[src/rtl/hdr_field_mod.sv]
module hdr_field_mod #(
  parameter int          REP_W = 16,
  parameter logic [15:0] SEED  = 16'hACE1
) (
  input  logic             clk,
  input  logic             rst_n,
  input  logic [1:0]       cfg_mode,
  input  logic [15:0]      cfg_min,
  input  logic [15:0]      cfg_max,
  input  logic [15:0]      cfg_step,
  input  logic [REP_W-1:0] cfg_reps,
  input  logic [15:0]      cfg_mask,
  input  logic             restart,
  input  logic             advance,
  input  logic [15:0]      field_in,
  output logic [15:0]      field_out
);

  logic [15:0]      cur, lfsr;
  logic [REP_W-1:0] rep;

  wire is_dec  = (cfg_mode == 2'b01);
  wire is_rnd  = cfg_mode[1];
  wire rep_hit = (rep >= cfg_reps);

  wire [16:0] up_sum   = {1'b0, cur} + {1'b0, cfg_step};
  wire [16:0] dn_floor = {1'b0, cfg_min} + {1'b0, cfg_step};
  wire [15:0] inc_val  = (up_sum > {1'b0, cfg_max}) ? cfg_min : up_sum[15:0];
  wire [15:0] dec_val  = ({1'b0, cur} < dn_floor) ? cfg_max : cur - cfg_step;

  wire [15:0] lfsr_nx = {lfsr[14:0], lfsr[15] ^ lfsr[13] ^ lfsr[12] ^ lfsr[10]};
  wire [15:0] span    = cfg_max - cfg_min;
  wire [15:0] f1      = span | (span >> 1);
  wire [15:0] f2      = f1 | (f1 >> 2);
  wire [15:0] f4      = f2 | (f2 >> 4);
  wire [15:0] fill    = f4 | (f4 >> 8);
  wire [15:0] raw     = lfsr_nx & fill;
  wire [15:0] folded  = (raw > span) ? raw - span - 16'd1 : raw;
  wire [15:0] rnd_val = cfg_min + folded;

  wire [15:0] next_val = is_rnd ? rnd_val : (is_dec ? dec_val : inc_val);

  always_ff @(posedge clk) begin
    if (!rst_n || restart) begin
      cur  <= is_dec ? cfg_max : cfg_min;
      rep  <= '0;
      lfsr <= SEED;
    end else if (advance) begin
      if (rep_hit) begin
        rep <= '0;
        cur <= next_val;
        if (is_rnd) lfsr <= lfsr_nx;
      end else begin
        rep <= rep + 1'b1;
      end
    end
  end

  assign field_out = (field_in & ~cfg_mask) | (cur & cfg_mask);

  AST_RESTART_LOAD: assert property (@(posedge clk) disable iff (!rst_n)
    restart |=> (cur == ($past(cfg_mode) == 2'b01 ? $past(cfg_max) : $past(cfg_min))) && (rep == '0));

  AST_HOLD_VALUE: assert property (@(posedge clk) disable iff (!rst_n)
    (advance && !restart && !rep_hit) |=> $stable(cur));

  AST_IDLE_STABLE: assert property (@(posedge clk) disable iff (!rst_n)
    (!advance && !restart) |=> ($stable(cur) && $stable(rep)));

  AST_IN_WINDOW: assert property (@(posedge clk) disable iff (!rst_n)
    (advance && !restart && rep_hit && cfg_min <= cfg_max && cur >= cfg_min && cur <= cfg_max)
      |=> (cur >= $past(cfg_min) && cur <= $past(cfg_max)));

endmodule

[config.mk]
export PLATFORM = sky130hd
export DESIGN_NAME = hdr_field_mod
export DESIGN_NICKNAME = d
export VERILOG_FILES = /design/src/rtl/hdr_field_mod.sv
export SDC_FILE = /design/constraint.sdc
export NUM_CORES = 1
export LEC_CHECK = 0
export BUFFER_PORTS_ARGS = -buffer_cell sky130_fd_sc_hd__buf_2
export CORE_MARGIN = 2
export CORE_UTILIZATION = 55
export CTS_CLUSTER_DIAMETER = 100
export CTS_CLUSTER_SIZE = 28
export DETAILED_ROUTE_END_ITERATION = 6
export HOLD_SLACK_MARGIN = 0.1
export PLACE_DENSITY = 0.77
export REMOVE_ABC_BUFFERS = 1
export SLEW_MARGIN = 10
export SYNTH_ARGS = -nofsm -noshare
export SYNTH_HDL_FRONTEND = slang
export SYNTH_SLANG_ARGS = --single-unit
[constraint.sdc]
create_clock -name clk -period 12.3 [get_ports clk]
set_input_delay 0.615 -clock clk [delete_from_list [all_inputs] [get_ports clk]]
set_output_delay 0.615 -clock clk [all_outputs]
set_load 0.02 [all_outputs]
==> qor.yml, run 1 <==
critical_path:
  cpPeakStageDelay_ns: 0.73
  cp_top_family: "compound AO/OA/AOI/OAI gates"
  start_kind: "input port"
  cp_slowest_cell: "o41ai_1"
  critPathCaptureType: "flip-flop"
  critical_path_buf_inv_count: 4
  crit_top_cell: "o211ai_1"
  arrival_ns: 8.66
  critPathKind: "in2reg"
  worstPathRequired_ns: 12.42
  cp_max_fo: 14
timing:
  min_period_ns: 8.534
  hold_violations: 0
  setup_violations: 0
  fmax_mhz: 117.2
  slew_violations: 0
  grt_setup_unrepaired: "false"
  max_slew_margin_pct: 21.44
  fin_tns_setup_ns: 0
  tightest_slew_ns: 1.178
  finalCritPeriodShare_pct: 69.39
  skew_ns: 0.004727
  fin_ws_ns: 3.766
detailed_routing:
  routed-via-count: 8606
  final_antenna_net_count: 0
  post_drt_via_cell_ratio: 5.862
  drtIter0Drc: 580
  wl_mm: 23.40
  dr.pass1.iters: 5
  routedWlPerCell_um: 15.94
  drc: 0
synthesis:
  synthArstFlopShare_pct: 0
  synth_edf_count: 16
  yosys.area.top_type: "ha_1"
  yosysSeqAreaShare_pct: 12.62
  netlist.area_leader.share_pct: 20.14
  ys.flop_type: "dfxtp_1"
  syn_avg_cell_area_um2: 7.687
  ys_types: 80
  synth-seq-cells: 48
  synth_area_leaders: "ha_1 20%, dfxtp_1 7.2%, a21oi_1 5.9%"
  syn_inst: 1156
  synth.cell_area_um2: 8886
  yosys_warnings: 0
finish:
  stdcell_area_um2: 9832
  area_delta_synth_final_pct: 10.64
  regArea_um2: 1121
  multi_input_area_um2: 7218
  n_fill_cell: 1444
  antennaDiodeCount: 0
  finalCoreUtilization_pct: 62.12
  layout-drive-gt1-share_pct: 15.50
  finalNetCount: 1502
global_route:
  grt_overflow: 0
  grt_max_degree: 27
  grtUsageTotal_pct: 26.57
  grt_util_met3_pct: 2.315
  antenna_found_initial: 0
  use_met1_pct: 35.78
  grt_pass1_wl_mm: 38.64
  busiest_layer: "met2"
  met2_usage_pct: 45.26
  grt_pass1_vias: 8178
floorplanning:
  die_x_um: 131.1
  rows: 46
  ioPinCount: 118
  die_h_um: 131.1
  die-area_um2: 17190
  coreArea_um2: 15830
  start_util_pct: 56.14
place:
  place.gp.congestion: 0.9316
  preCtsSetupSlack_ns: 3.617
  port_buffers: 117
  dpl_cell_area_um2: 9664
  hpwl_mm: 19.37
flow_run:
  drv_cap: 0
clocking:
  clock_latency_ns: 0.30
  cts.repair.resized: 0
  cts_sinks: 48
  cts_tree: "done"
  post-cts-setup-buffers: 0
  tritoncts.num_buffers: 5
  root_buffer: "clkbuf_16"
  hold_buffers: 0
  cts_max_path_buffers: 2
  htree_levels: 2
  clk_pin_slew_worst_paths_ns: 0.07
pwr:
  powerDensity_nw_per_um2: 111.0
  peakVddDrop_mv: 0.05421
  power_leakage_nw: 4.717
run_status:
  status: "finished clean"
min_path:
  hold_path_class: "reg2reg"
==> tightest hold or removal path, stage by stage (launching register included) <==
cell,delay (ns)
dfxtp_1,0.32
nand2_1,0.06
o211ai_1,0.08
==> registers in the layout (all words and copies together) (netlist names) <==
register,cells
cur,16
lfsr,16
rep,16
==> kinds of logic after synthesis <==
group                      count (synthesis)  synth area share (%)
AOI/OAI and AO/OA                        339                 25.49
DFF                                       48                 12.62
buffers and inverters                    147                 6.280
and+or+nand+nor                          315                 17.02
muxes                                     70                 8.434
adders and majority gates                149                 21.49
xor gates and xnor gates                  88                 8.674
==> synthesized netlist by cell type, types with 4 or more instances <==
master / instances
a21boi_0: 4
and2_1: 6
xnor2_1: 56
mux2_2: 38
nor3_1: 25
nor4_1: 5
fa_1: 6
a2111oi_0: 5
a21o_1: 32
nand2b_1: 18
a211oi_1: 11
a41oi_1: 4
o31ai_1: 7
inv_1: 109
nor2b_1: 17
dfxtp_1: 32
and3_1: 9
edfxtp_1: 16
o211ai_1: 18
o21ai_0: 53
o21bai_1: 11
or2_2: 6
a31oi_1: 9
xor2_1: 32
nor2_1: 105
ha_1: 143
nor3b_1: 4
clkbuf_1: 30
nand2_1: 68
o21a_1: 14
o2111ai_1: 4
a221oi_1: 9
nand4_1: 9
buf_2: 5
o22ai_1: 7
a21oi_1: 105
mux2i_1: 31
or3_1: 8
nand3_1: 25
==> layout by cell type (no fill, tap or decap), types with 7 or more instances in the layout <==
cell type | Yosys | final
nor3_1 | 25 | 25
nand2_1 | 68 | 68
edfxtp_1 | 16 | 16
inv_1 | 109 | 109
nand2b_1 | 18 | 18
ha_1 | 143 | 143
buf_2 | 5 | 117
a211oi_1 | 11 | 11
o21bai_1 | 11 | 11
xnor2_1 | 56 | 56
o211ai_1 | 18 | 18
buf_4 | 0 | 7
o21a_1 | 14 | 14
a221oi_1 | 9 | 9
o22ai_1 | 7 | 7
a21o_1 | 32 | 32
a31oi_1 | 9 | 9
and3_1 | 9 | 9
a21oi_1 | 105 | 104
nor2b_1 | 17 | 17
mux2_2 | 38 | 38
o31ai_1 | 7 | 7
or3_1 | 8 | 8
xor2_1 | 32 | 32
dfxtp_1 | 32 | 32
nor2_1 | 105 | 105
nand3_1 | 25 | 25
mux2i_1 | 31 | 31
o21ai_0 | 53 | 53
nand4_1 | 9 | 9
==> layout make-up <==
| cell class | instances | share of cell area, % |
|---|---|---|
| Inverter | 111 | 4.238 |
| Sequential cell | 48 | 11.40 |
| Timing Repair Buffer | 124 | 6.490 |
| Tap cell | 216 | 2.749 |
| Clock inverter | 2 | 0.1782 |
| Multi-Input combinational cell | 961 | 73.42 |
| Clock buffer | 6 | 1.527 |
==> layer usage <==
layer,share of wire (%),wire length [um]
met1,46,10860
met2,46,10740
met3,5.0,1176
met4,2.7,624
met5,0,0
==> final timing paths <==
kind         depth (start not counted)  slack, ns                  start                    end
min reg2reg                          2       0.51  lfsr[15]$_SDFFE_PN1P_  lfsr[15]$_SDFFE_PN1P_
min                                  2       0.51  lfsr[15]$_SDFFE_PN1P_  lfsr[15]$_SDFFE_PN1P_
max                                 33       3.77             cfg_max[0]      cur[15]$_DFFE_PP_
max reg2reg                         17       5.99       cur[8]$_DFFE_PP_      cur[14]$_DFFE_PP_
==> report_power, final <==
part | internal [mW] | switching, mW
registers | 0.176 | 0.0127
logic | 0.329 | 0.419
clock network | 0.0886 | 0.0665
==> stage by stage <==
| step | hold slack [ns] | power (mW) | cells |
|---|---|---|---|
| after floorplan | 0.4568 | 0.7550 | 1120 |
| after global placement | 0.4892 | 0.9142 | 1460 |
| after detailed placement | 0.5000 | 0.9242 | 1460 |
| after CTS | 0.5128 | 1.084 | 1468 |
| after global routing | 0.5300 | 1.183 | 1468 |
| final | 0.5075 | 1.091 | 1468 |
Power figures use the tool's default switching activity.
==> run 2, diff against run 1 <==
==> constraint.sdc (replaced) <==
create_clock -name clk -period 8.7 [get_ports clk]
set_input_delay 0.435 -clock clk [delete_from_list [all_inputs] [get_ports clk]]
set_output_delay 0.435 -clock clk [all_outputs]
set_load 0.02 [all_outputs]
==> run 2 against run 1 <==
Net effect: critical path depth grew 1; routed wire length grew 0.24%; worst hold slack is essentially flat; worst setup slack lost 3.0 ns; clock power grew 41%; core utilization grew 0.13 points; non-clock buffer count grew 1; sequential share of layout area is essentially flat; largest cell class unchanged.
==> qor.yml, run 2 (synthesis results as in run 1) <==
run_status:
  status: "finished clean"
place:
  place.gp.congestion: 0.9225  # -0.98%
  hpwl_mm: 19.48  # +0.61%
  dpl_cell_area_um2: 9684  # +0.21%
  port_buffers: 117  # unchanged
  dp_cells: 1461  # +0.068%
  preCtsSetupSlack_ns: 0.5636  # -3.054 ns
floorplanning:
  start_util_pct: 56.14  # unchanged
  die_h_um: 131.1  # unchanged
  ioPinCount: 118  # unchanged
  rows: 46  # unchanged
  coreArea_um2: 15830  # unchanged
  die_x_um: 131.1  # unchanged
  die-area_um2: 17190  # unchanged
pwr:
  power_leakage_nw: 4.728  # +0.21%
  peakVddDrop_mv: 0.07963  # +47%
  powerDensity_nw_per_um2: 157.7  # +42%
detailed_routing:
  drtIter0Drc: 516  # -11%
  final_antenna_net_count: 0  # unchanged
  routed-via-count: 8676  # +0.81%
  drc: 0  # unchanged
  wl_mm: 23.46  # +0.24%
  post_drt_via_cell_ratio: 5.906  # +0.74%
  routedWlPerCell_um: 15.97  # +0.17%
  dr.pass1.iters: 5  # unchanged
clocking:
  post-cts-setup-buffers: 0  # unchanged
  cts_max_path_buffers: 2  # unchanged
  tritoncts.num_buffers: 5  # unchanged
  root_buffer: "clkbuf_16"
  clk_pin_slew_worst_paths_ns: 0.07  # about the same
  cts_tree: "done"
  htree_levels: 2  # unchanged
  hold_buffers: 0  # unchanged
  clock_latency_ns: 0.30  # about the same
  cts_sinks: 48  # unchanged
  cts.repair.resized: 0  # unchanged
finish:
  layout-drive-gt1-share_pct: 15.56  # +0.067 points
  finalCoreUtilization_pct: 62.25  # +0.13 points
  layout.cells.non_filler: 1469  # +0.068%
  final_cell_mix: "143 x ha_1, 117 x buf_2, 109 x inv_1"
  stdcell_area_um2: 9852  # +0.20%
  n_fill_cell: 1428  # -1.1%
  area_delta_synth_final_pct: 10.87
  antennaDiodeCount: 0  # unchanged
  finalNetCount: 1503  # +0.067%
  layout_commonest_cell: "ha_1"
  largest_registers: "cur x16, lfsr x16, rep x16"
min_path:
  hold_path_class: "reg2reg"
critical_path:
  critical_path_buf_inv_count: 5  # +1
  critPathKind: "in2reg"
  cp_slowest_cell: "or4_4"
  cp_max_fo: 14  # unchanged
  start_kind: "input port"
  cp_top_family: "compound AO/OA/AOI/OAI gates"
  cpPeakStageDelay_ns: 0.52  # -0.21 ns
  arrival_ns: 8.07  # -0.59 ns
  critPathCaptureType: "flip-flop"
  crit_top_cell: "o211ai_1"
  worstPathRequired_ns: 8.83  # -3.59 ns
timing:
  setup_violations: 0  # unchanged
  fin_tns_setup_ns: 0  # unchanged
  fin_ws_ns: 0.7527  # -3.013 ns
  min_period_ns: 7.947
  max_slew_margin_pct: 22.52  # +1.1 points
  tightest_slew_ns: 1.162  # -0.01615 ns
  finalCritPeriodShare_pct: 91.35
  hold_violations: 0  # unchanged
  skew_ns: 0.006327  # +0.001600 ns
  grt_setup_unrepaired: "false"
  slew_violations: 0  # unchanged
  fmax_mhz: 125.8
global_route:
  grtUsageTotal_pct: 26.61  # +0.045 points
  grt_pass1_vias: 8245  # +0.82%
  grt_max_degree: 27  # unchanged
  antenna_found_initial: 0  # unchanged
  grt_pass1_wl_mm: 38.67  # about the same
  grt_overflow: 0  # unchanged
flow_run:
  drv_cap: 0  # unchanged
run 2: cell types whose count changed in the layout (fill, tap and decap cells not counted), sizes merged:
cell,change
buf,+1
run 2: final timing paths:
path / startpoint / end / slack [ns] / cells past startpoint
setup / recovery: cfg_max[0] / cur[15]$_DFFE_PP_ / 0.75 / 34
hold / removal: lfsr[7]$_SDFFE_PN1P_ / lfsr[7]$_SDFFE_PN1P_ / 0.51 / 2
setup reg to reg: cur[8]$_DFFE_PP_ / cur[14]$_DFFE_PP_ / 2.45 / 17
hold reg to reg: lfsr[7]$_SDFFE_PN1P_ / lfsr[7]$_SDFFE_PN1P_ / 0.51 / 2
run 2: through the flow:
| stage | power (mW) | hold WS (ns) |
|---|---|---|
| 2_1_floorplan | 1.067 | 0.4568 |
| 3_3_place_gp | 1.299 | 0.4891 |
| 3_5_place_dp | 1.319 | 0.4950 |
| 4_1_cts | 1.543 | 0.5124 |
| 5_1_grt | 1.676 | 0.5408 |
| 6_report | 1.554 | 0.5077 |
run 2: area by class of cell:
| class | instances | area (um^2) | share of cell area, % |
|---|---|---|---|
| clock buffer | 6 | 150.1 | 1.524 |
| inverter | 111 | 416.7 | 4.229 |
| timing repair buffer | 125 | 658.1 | 6.680 |
| clock inverter | 2 | 17.52 | 0.1778 |
| sequential | 48 | 1121 | 11.38 |
| tap | 216 | 270.3 | 2.743 |
| multi-input combinational | 961 | 7218 | 73.27 |
run 2: report_power, final:
group | switching (mW) | internal, mW | total, mW
logic | 0.597 | 0.471 | 1.07
clock network | 0.0931 | 0.125 | 0.218
registers | 0.0182 | 0.249 | 0.267
total | 0.708 | 0.846 | 1.55
run 2: tightest hold or removal path, stage by stage (launching register included):
cell     delay [ns]
dfxtp_1        0.35
mux2i_1        0.08
nand2_1        0.06
run 2: per-layer routing:
layer / part of all wire (%) / up-vias / GRT usage, %
met5: 0 / - / 0
met4: 2.9 / 0 / 8.333
met3: 5.2 / 40 / 2.469
met2: 46 / 252 / 45.91
met1: 46 / 3994 / 35.17
li1: - / 4390 / -
==> run 3, diff against run 2 <==
--- a/config.mk
+++ b/config.mk
@@ -5,14 +5,14 @@
 export SDC_FILE = /design/constraint.sdc
 export NUM_CORES = 1
 export LEC_CHECK = 0
+export ABC_AREA = 1
 export BUFFER_PORTS_ARGS = -buffer_cell sky130_fd_sc_hd__buf_2
 export CORE_MARGIN = 2
-export CORE_UTILIZATION = 55
+export CORE_UTILIZATION = 40
 export CTS_CLUSTER_DIAMETER = 100
 export CTS_CLUSTER_SIZE = 28
 export DETAILED_ROUTE_END_ITERATION = 6
 export HOLD_SLACK_MARGIN = 0.1
-export PLACE_DENSITY = 0.77
 export REMOVE_ABC_BUFFERS = 1
 export SLEW_MARGIN = 10
 export SYNTH_ARGS = -nofsm -noshare
==> run 3 against run 2 <==
Net effect: first-iteration DRC count up 18%; maximum frequency up 21%; core utilization down 18 points; register-to-register slack better by 1.4 ns; critical path type unchanged; clock skew about the same; sequential share of layout area down 0.19 points; critical endpoint is now cur[14]$_DFFE_PP_; critical path depth up 10; die area up 39%; flip-flop and latch count unchanged; largest power group unchanged.
==> qor.yml, run 3 <==
detailed_routing:
  dr.pass1.iters: 5  # unchanged
  final_antenna_net_count: 0  # unchanged
  post_drt_via_cell_ratio: 5.326  # -9.8%
  routedWlPerCell_um: 15.72  # -1.6%
  routed-via-count: 9538  # +9.9%
  wl_mm: 28.15  # +20%
  drtIter0Drc: 609  # +18%
  drc: 0  # unchanged
timing:
  tightest_slew_ns: 0.8194  # -0.3428 ns
  max_slew_margin_pct: 45.31  # +23 points
  fin_ws_ns: 2.120  # +1.367 ns
  fin_tns_setup_ns: 0  # unchanged
  grt_setup_unrepaired: "false"
  finalCritPeriodShare_pct: 75.63  # -16 points
  fmax_mhz: 152.0  # +21%
  skew_ns: 0.006280  # -0.00004682 ns
  hold_violations: 0  # unchanged
  setup_violations: 0  # unchanged
  slew_violations: 0  # unchanged
  min_period_ns: 6.580  # -1.367 ns
synthesis:
  synth_edf_count: 16  # unchanged
  synth.cell_area_um2: 9062  # +2.0%
  yosys_warnings: 0  # unchanged
  syn_avg_cell_area_um2: 6.427  # -16%
  synthArstFlopShare_pct: 0  # unchanged
  ys.flop_type: "dfxtp_1"
  synth_area_leaders: "ha_1 20%, nand2_1 13%, inv_1 8.9%"
  yosysSeqAreaShare_pct: 12.37  # -0.25 points
  ys_types: 54  # -33%
  netlist.area_leader.share_pct: 19.74  # -0.39 points
  synth-seq-cells: 48  # unchanged
  synth_common_cells: "308 x nand2_1, 216 x inv_1, 143 x ha_1, 135 x a21oi_1, 103 x nor2_1"
  syn_inst: 1410  # +22%
  yosysMostFrequentCell: "nand2_1"
  yosys.area.top_type: "ha_1"
pwr:
  power_leakage_nw: 5.286  # +12%
  peakVddDrop_mv: 0.08515  # +6.9%
  powerDensity_nw_per_um2: 153.5  # -2.7%
place:
  hpwl_mm: 23.53  # +21%
  preCtsSetupSlack_ns: 1.877  # +1.313 ns
  place.gp.congestion: 0.9208  # -0.18%
  port_buffers: 117  # unchanged
floorplanning:
  die_x_um: 154.5  # +18%
  start_util_pct: 40.40  # -16 points
  coreArea_um2: 22430  # +42%
  die-area_um2: 23880  # +39%
  die_h_um: 154.5  # +18%
  rows: 55  # +20%
  ioPinCount: 118  # unchanged
critical_path:
  worstPathRequired_ns: 8.76  # -0.07 ns
  cpPeakStageDelay_ns: 0.43  # -0.09 ns
  cp_top_family: "simple AND/OR/NAND/NOR gates"
  critical_path_buf_inv_count: 6  # +1
  critPathKind: "in2reg"
  crit_top_cell: "nand2_1"
  cp_max_fo: 19  # +5
  arrival_ns: 6.64  # -1.43 ns
  critPathCaptureType: "flip-flop"
  cp_slowest_cell: "fa_1"
  crit_cells: 44  # +29%
  start_kind: "input port"
  r2r-start: "lfsr[10]$_SDFFE_PN1P_"
  worstRegToRegCells: 28  # +11
  startpoint: "cfg_min[0]"
clocking:
  clk_pin_slew_worst_paths_ns: 0.07  # about the same
  root_buffer: "clkbuf_16"
  cts.repair.resized: 0  # unchanged
  clock_latency_ns: 0.30  # about the same
  htree_levels: 2  # unchanged
  hold_buffers: 0  # unchanged
  cts_sinks: 48  # unchanged
  cts_max_path_buffers: 2  # unchanged
  post-cts-setup-buffers: 0  # unchanged
  tritoncts.num_buffers: 5  # unchanged
  cts_tree: "done"
min_path:
  hp-start: "advance"
  hold_path_class: "in2reg"
  whs_path_depth: 3  # +1
global_route:
  grt_pass1_wl_mm: 44.82  # +16%
  antenna_found_initial: 0  # unchanged
  grtUsageTotal_pct: 23.33  # -3.3 points
  grt_overflow: 0  # unchanged
  grt_pass1_vias: 8947  # +8.5%
  grt_max_degree: 41  # +52%
finish:
  largest_registers: "cur x16, lfsr x16, rep x16"
  antennaDiodeCount: 0  # unchanged
  area_delta_synth_final_pct: 10.56
  finalNetCount: 1756  # +17%
  layout_commonest_cell: "nand2_1"
  final_cell_mix: "308 x nand2_1, 216 x inv_1, 143 x ha_1"
  layout-drive-gt1-share_pct: 11.95  # -3.6 points
run_status:
  status: "finished clean"
flow_run:
  drv_cap: 0  # unchanged
==> run 3: changes by cell type after synthesis, moves of 24 or more <==
cell,delta
mux2_2,-24
xnor2_1,-36
mux2i_1,-31
nand3_1,+43
inv_1,+107
a21oi_1,+30
a21o_1,-24
o21ai_0,+25
nand2_1,+240
==> run 3: tightest hold or removal path, cell delays in order <==
cell      delay [ns]
buf_2           0.14
nand3b_1        0.08
a21oi_1         0.06
==> run 3: worst paths after layout <==
path	slack (ns)	end
worst max-delay path	2.12	cur[14]$_DFFE_PP_
worst min-delay path	0.46	rep[1]$_SDFFE_PN0P_
worst max register to register	3.85	cur[14]$_DFFE_PP_
worst min register to register	0.50	lfsr[7]$_SDFFE_PN1P_
==> run 3: metrics by stage <==
step	util [%]	hold slack (ns)	cells	power [mW]	area (um^2)
after floorplan	-	0.4433	1377	1.038	8904
after global placement	44.03	0.4813	1783	1.320	9878
after detailed placement	44.03	0.4890	1783	1.322	9878
after CTS	44.66	0.4627	1791	1.535	10020
after global routing	44.66	0.4866	1791	1.686	10020
final	44.66	0.4644	1791	1.538	10020
==> run 3: cell type report <==
type                            instances  area, um^2
Clock inverter                          2       12.51
Timing Repair Buffer                  121       615.6
Tap cell                              285       356.6
Inverter                              221       829.5
Multi-Input combinational cell       1108        6955
Sequential cell                        48        1121
Fill cell                            2410       12410
Clock buffer                            6       128.9
==> run 3: logic make-up (layout without fill, tap and decap cells) <==
family	count (synthesis)	in the layout	synth area share (%)
AO/OA/AOI/OAI	305	305	19.45
XOR/XNOR	78	78	7.870
buffers and inverters	254	350	10.91
multiplexers	14	14	1.740
adder cells (fa/ha/maj)	149	149	21.07
flip-flops	48	48	12.37
AND/OR/NAND/NOR	562	562	26.59
==> run 3: power by group <==
| group | internal (mW) | leakage [nW] | switching, mW |
|---|---|---|---|
| combinational | 0.385 | 4.80 | 0.685 |
| clock | 0.107 | 0.0669 | 0.0962 |
| sequential | 0.247 | 0.421 | 0.0173 |
| total | 0.739 | 5.29 | 0.799 |
==> run 3: layer usage <==
| metal | up-vias | GRT usage, % | share of wire (%) |
|---|---|---|---|
| li1 | 4894 | - | - |
| met1 | 4295 | 30.95 | 46 |
| met2 | 303 | 39.77 | 46 |
| met3 | 46 | 2.606 | 5.4 |
| met4 | 0 | 7.187 | 2.6 |
| met5 | - | 0 | 0 |
